==> config.mk <==
export PLATFORM = sky130hd
export DESIGN_NAME = tmr_pwm_unit
export DESIGN_NICKNAME = d
export VERILOG_FILES = /design/src/rtl/tmr_pkg.sv /design/src/rtl/tmr_prescaler.sv /design/src/rtl/tmr_counter.sv /design/src/rtl/tmr_pwm_unit.sv
export SDC_FILE = /design/constraint.sdc
export NUM_CORES = 1
export LEC_CHECK = 0
export BUFFER_PORTS_ARGS = -buffer_cell sky130_fd_sc_hd__buf_2
export CORE_ASPECT_RATIO = 1.5
export CORE_UTILIZATION = 40
export DETAILED_ROUTE_END_ITERATION = 16
export REMOVE_ABC_BUFFERS = 1
export SLEW_MARGIN = 5
export SYNTH_ARGS = -nofsm -noshare
export SYNTH_HDL_FRONTEND = slang
export SYNTH_SLANG_ARGS = --single-unit
==> constraint.sdc <==
create_clock -name clk -period 4.1 [get_ports clk]
set_input_delay 0.41 -clock clk [delete_from_list [all_inputs] [get_ports clk]]
set_output_delay 0.41 -clock clk [all_outputs]
set_load 0.005 [all_outputs]
==> src/rtl/tmr_pkg.sv <==
package tmr_pkg;

    localparam int DW     = 8;
    localparam int PW     = 8;
    localparam int RATE_W = 3;

    typedef enum logic [1:0] {
        A_CTRL   = 2'd0,
        A_COUNT  = 2'd1,
        A_RELOAD = 2'd2,
        A_STATUS = 2'd3
    } addr_e;

    typedef struct packed {
        logic              run;
        logic [RATE_W-1:0] rate;
        logic              ext_sel;
        logic              rld_en;
        logic              buz_en;
        logic              pwm_en;
    } ctrl_t;

    // low-bit mask of the PWM counting range for a 2-bit range code
    function automatic logic [DW-1:0] range_mask(input logic [1:0] code);
        logic [2:0] sh;
        sh = (code == 2'd0) ? 3'd0 : (3'(code) + 3'd1);
        return {DW{1'b1}} >> sh;
    endfunction

    // prescaler bits that must all be one to emit a tick
    function automatic logic [PW-1:0] prescale_mask(input logic [RATE_W-1:0] rate);
        logic [PW-1:0] m;
        for (int i = 0; i < PW; i++) begin
            m[i] = (i <= int'(rate));
        end
        return m;
    endfunction

endpackage

==> src/rtl/tmr_prescaler.sv <==
module tmr_prescaler
    import tmr_pkg::*;
#(
    parameter int P_W = PW
) (
    input  logic              clk,
    input  logic              rst,
    input  logic              run,
    input  logic              ext_sel,
    input  logic              ext_tick,
    input  logic [RATE_W-1:0] rate,
    output logic              tick
);

    logic [P_W-1:0] div_q;
    logic [P_W-1:0] sel_mask;
    logic           int_tick;

    always_ff @(posedge clk) begin
        if (rst || !run || ext_sel) begin
            div_q <= '0;
        end else begin
            div_q <= div_q + P_W'(1);
        end
    end

    always_comb begin
        sel_mask = P_W'(prescale_mask(rate));
        int_tick = run && !ext_sel && ((div_q | ~sel_mask) == {P_W{1'b1}});
        tick     = ext_sel ? (run && ext_tick) : int_tick;
    end

    // the shortest internal period is two cycles
    p_tick_spaced_r2: assert property (@(posedge clk) disable iff (rst)
        int_tick |=> !int_tick);

endmodule

==> src/rtl/tmr_counter.sv <==
module tmr_counter
    import tmr_pkg::*;
#(
    parameter int C_W = DW
) (
    input  logic           clk,
    input  logic           rst,
    input  logic           tick,
    input  logic           pwm_en,
    input  logic           rld_en,
    input  logic           buz_en,
    input  logic [C_W-1:0] rld,
    input  logic           cnt_wr,
    input  logic [C_W-1:0] cnt_wdata,
    input  logic           flag_wr,
    input  logic           flag_wdata,
    output logic [C_W-1:0] cnt,
    output logic           flag,
    output logic           pwm_lvl,
    output logic           buz_lvl
);

    logic [C_W-1:0] mask;
    logic [C_W-1:0] rld_low;
    logic [C_W-1:0] nxt;
    logic           wrap;
    logic           match;

    always_comb begin
        mask    = pwm_en ? C_W'(range_mask({rld_en, buz_en})) : {C_W{1'b1}};
        rld_low = rld & mask;
        wrap    = ((cnt & mask) == mask);
        if (wrap) begin
            nxt = (!pwm_en && rld_en) ? rld : '0;
        end else begin
            nxt = cnt + C_W'(1);
        end
        match = pwm_en && ((nxt & mask) == rld_low);
    end

    always_ff @(posedge clk) begin
        if (rst) begin
            cnt     <= '0;
            flag    <= 1'b0;
            pwm_lvl <= 1'b1;
            buz_lvl <= 1'b0;
        end else begin
            if (cnt_wr) begin
                cnt <= cnt_wdata;
            end else if (tick) begin
                cnt <= nxt;
            end

            if (tick && wrap) begin
                flag <= 1'b1;
            end else if (flag_wr) begin
                flag <= flag_wdata;
            end

            if (tick && pwm_en) begin
                if (match) begin
                    pwm_lvl <= 1'b0;
                end else if (wrap) begin
                    pwm_lvl <= 1'b1;
                end
            end

            if (tick && wrap && !pwm_en && buz_en) begin
                buz_lvl <= !buz_lvl;
            end
        end
    end

    p_idle_hold_r4: assert property (@(posedge clk) disable iff (rst)
        (!tick && !cnt_wr) |=> $stable(cnt));

    p_flag_on_wrap_r5: assert property (@(posedge clk) disable iff (rst)
        (tick && wrap) |=> flag);

    p_reload_on_ovf_r6: assert property (@(posedge clk) disable iff (rst)
        (tick && wrap && !pwm_en && rld_en && !cnt_wr) |=> (cnt == $past(rld)));

    p_buz_toggle_r7: assert property (@(posedge clk) disable iff (rst)
        (tick && wrap && !pwm_en && buz_en) |=> (buz_lvl != $past(buz_lvl)));

    p_wrap_high_r9: assert property (@(posedge clk) disable iff (rst)
        (tick && wrap && pwm_en && (rld_low != '0)) |=> pwm_lvl);

    p_zero_duty_r9: assert property (@(posedge clk) disable iff (rst)
        (tick && wrap && pwm_en && (rld_low == '0)) |=> !pwm_lvl);

endmodule

==> src/rtl/tmr_pwm_unit.sv <==
module tmr_pwm_unit
    import tmr_pkg::*;
(
    input  logic          clk,
    input  logic          rst,
    input  logic          bus_wr,
    input  logic [1:0]    bus_addr,
    input  logic [DW-1:0] bus_wdata,
    output logic [DW-1:0] bus_rdata,
    input  logic          ext_tick,
    output logic          pin_out,
    output logic          irq
);

    ctrl_t         ctrl_q;
    logic [DW-1:0] rld_q;
    logic [DW-1:0] cnt;
    logic          flag;
    logic          pwm_lvl;
    logic          buz_lvl;
    logic          tick;
    addr_e         addr;

    assign addr = addr_e'(bus_addr);

    always_ff @(posedge clk) begin
        if (rst) begin
            ctrl_q <= '0;
            rld_q  <= '0;
        end else if (bus_wr) begin
            if (addr == A_CTRL) begin
                ctrl_q <= ctrl_t'(bus_wdata);
            end
            if (addr == A_RELOAD) begin
                rld_q <= bus_wdata;
            end
        end
    end

    tmr_prescaler #(.P_W(PW)) u_pre (
        .clk      (clk),
        .rst      (rst),
        .run      (ctrl_q.run),
        .ext_sel  (ctrl_q.ext_sel),
        .ext_tick (ext_tick),
        .rate     (ctrl_q.rate),
        .tick     (tick)
    );

    tmr_counter #(.C_W(DW)) u_cnt (
        .clk        (clk),
        .rst        (rst),
        .tick       (tick),
        .pwm_en     (ctrl_q.pwm_en),
        .rld_en     (ctrl_q.rld_en),
        .buz_en     (ctrl_q.buz_en),
        .rld        (rld_q),
        .cnt_wr     (bus_wr && (addr == A_COUNT)),
        .cnt_wdata  (bus_wdata),
        .flag_wr    (bus_wr && (addr == A_STATUS)),
        .flag_wdata (bus_wdata[0]),
        .cnt        (cnt),
        .flag       (flag),
        .pwm_lvl    (pwm_lvl),
        .buz_lvl    (buz_lvl)
    );

    always_comb begin
        unique case (addr)
            A_CTRL:   bus_rdata = DW'(ctrl_q);
            A_COUNT:  bus_rdata = cnt;
            A_RELOAD: bus_rdata = '0;
            default:  bus_rdata = {{(DW-1){1'b0}}, flag};
        endcase
        if (ctrl_q.pwm_en) begin
            pin_out = pwm_lvl;
        end else begin
            pin_out = ctrl_q.buz_en && buz_lvl;
        end
        irq = flag;
    end

endmodule

==> flow_summary.toml <==
[job]
cap_violations = 0

[power_and_ir_drop]
p_clk_frac = 0.387
internal_power_w = 0.000538
powerDensity_nw_per_um2 = 305
power_frac_seq = 0.508
swShare = 0.250
peakVddDrop_uv = 134
switching_power_w = 0.000179
comb_power_share = 0.105
power.leakage_nw = 0.968

[synth]
synthDistinctLibCells = 55
synth_edf_count = 0
yosysWarnings = 0
synth_area_sq_um = 2120
async_reset_ff_frac = 0
syn_area_per_cell_sq_um = 8.22
yosysSeqAreaShare = 0.331
synthCells = 258
yosysMostFrequentCell = "nor2_1"
synth-main-ff-cell = "dfxtp_1"
synth_area_leaders = "dfxtp_1 (33%), mux2i_1 (12%), nor2_1 (7.1%)"
synth_top_area_frac = 0.331
synth_common_cells = "nor2_1 (40), dfxtp_1 (35), mux2i_1 (26), nand2_1 (17), nand3_1 (12)"
yosysTopAreaCell = "dfxtp_1"
yosys_register_bits = 35

[sta]
max_freq_ghz = 0.439
tightest_slew_ps = 716
rsz0062_at_grt = "false"
slew_violations = 0
fin_tns_setup_ps = 0
fin_skew_ps = 4.40
setup_violations = 0
hold_viol_final = 0
slew_headroom = 0.523
period_needed_ps = 2280
fin_crit_sh = 0.555
setup_ws_ps = 1820

[route]
drt_iter0_drc = 64
wl_per_cell_um = 15.4
num_vias = 1881
dr.pass1.iters = 4
drc = 0
wirelength_um = 5240
ant_nets = 0
routed_via_density = 5.52

[min_path]
min_path_type = "primary input to register"

[global_routing]
grt_pass1_vias = 1845
grt_use_total = 0.212
grt_pass1_wl_um = 8830
grt_max_degree = 32
gr-total-overflow = 0
antenna_found_initial = 0

[die]
initial_core_util = 0.414
die_w_um = 61.4
io-pin-count = 24
rows = 32
dieArea_sq_um = 5600
die_h_um = 91.2
core_sq_um = 5120

[clock_tree]
ctsHtreeMaxLevel = 2
clock_latency_ps = 290
cts_setup_buffers = 0
cts_resized = 0
clk_path_buf_depth = 2
cts-buffers-inserted = 5
cts_root_buffer = "clkbuf_8"
cts_tree = "done"
clk_pin_slew_ps = 70
hold_buffers = 0
clock-sinks = 35

[cells_and_area]
antenna_cells = 0
drive_gt1_frac = 0.165
area_growth_syn_to_layout_pct = 10.9
nets = 288

[setup_path]
startpoint_type = "register"
path_class = "register to register"
setup.worst_path.end_class = "register"
path_buf_inv = 0
slowest_stage = "dfxtp_1"
path_max_fanout = 8
r2r_slack_ps = 1820
path_delay_family = "compound AO/OA/AOI/OAI gates"
path_cells = "ha_1, nand3_2, or3_1, a22o_1, mux2_4, a311oi_2, o41a_1"
cpPeakStageDelay_ps = 460
cp.required_ps = 4270
crit_arrival_ps = 2450

[outcome]
status = "finished clean"

[place]
dp_hpwl_um = 3800
dp_slack_ps = 1860
io_buffers = 23
gp_congestion = 0.928
==> metal layers <==
| layer | part of all wire | GRT usage | wire length (um) | up-vias |
|---|---|---|---|---|
| met5 | 0 | 0 | 0 | - |
| met4 | 0.041 | 0.115 | 217 | 0 |
| met3 | 0.030 | 0.0399 | 157 | 17 |
| met2 | 0.51 | 0.350 | 2660 | 34 |
| met1 | 0.42 | 0.247 | 2200 | 893 |
| li1 | - | - | - | 937 |
==> metrics by stage <==
step / power [W] / cells / utilization / hold slack (ps) / cell area [sq um]
finish: 0.000717 / 341 / 0.459 / 378 / 2350
CTS: 0.000723 / 341 / 0.459 / 386 / 2350
detailed placement: 0.000448 / 333 / 0.439 / 489 / 2250
global route: 0.000749 / 341 / 0.459 / 398 / 2350
floorplan: 0.000413 / 241 / - / 449 / 2040
global placement: 0.000446 / 333 / 0.439 / 486 / 2250
==> registers in the layout (all words and copies together), names as in the netlist <==
signal,flops
u_cnt.cnt,8
u_cnt.flag,1
u_pre.div_q,8
u_cnt.buz_lvl,1
u_cnt.pwm_lvl,1
ctrl_q,8
rld_q,8
==> power groups by stage <==
stage               clock network (W)   logic, W  registers, W
CTS                          0.000283  0.0000758      0.000364
detailed placement                  0  0.0000755      0.000372
global route                 0.000300  0.0000827      0.000366
finish                       0.000278  0.0000751      0.000364
floorplan                           0  0.0000460      0.000367
global placement                    0  0.0000744      0.000372
==> final timing paths <==
kind / from / end / cells after the start
max: u_cnt.cnt[0] / u_cnt.pwm_lvl / 7
min: bus_wdata[3] / ctrl_q[3] / 3
max reg2reg: u_cnt.cnt[0] / u_cnt.pwm_lvl / 7
min reg2reg: u_pre.div_q[0] / u_pre.div_q[0] / 1
==> layout by cell type (no fill, tap or decap), drive strengths merged, types with 2 or more instances in the layout <==
cell type	Yosys	final
a211oi	2	2
a21bo	2	2
a21boi	3	3
a21o	2	2
a21oi	10	10
and2	4	4
and3	7	7
buf	8	24
clkbuf	9	8
dfxtp	35	35
ha	2	2
inv	7	7
mux2	2	2
mux2i	26	26
nand2	18	18
nand2b	6	6
nand3	13	13
nand3b	3	3
nand4	3	3
nand4b	2	2
nor2	40	40
nor3b	2	2
o211ai	2	2
o21ai	10	10
o22ai	3	3
o32ai	3	3
or2	2	2
xnor2	7	7
xor2	6	6
==> area by class of cell <==
| class | instances | area, sq um |
|---|---|---|
| sequential | 35 | 701 |
| timing repair buffer | 24 | 123 |
| multi-input combinational | 199 | 1320 |
| fill | 574 | 2770 |
| inverter | 7 | 26.3 |
| clock buffer | 8 | 100 |
| tap | 68 | 85.1 |
==> worst reg2reg max path, cell delays in order (launching register included) <==
cell      delay, ps
dfxtp_1         460
ha_1            270
nand3_2         140
or3_1           340
a22o_1          230
mux2_4          200
a311oi_2         80
o41a_1          430
==> cell families after synthesis <==
family | synth area share
AND/OR/NAND/NOR | 0.247
AO/OA/AOI/OAI | 0.173
flip-flops | 0.331
multiplexers | 0.135
buffers and inverters | 0.0484
XOR/XNOR | 0.0537
adder cells (fa/ha/maj) | 0.0118
Power figures use the tool's default switching activity.
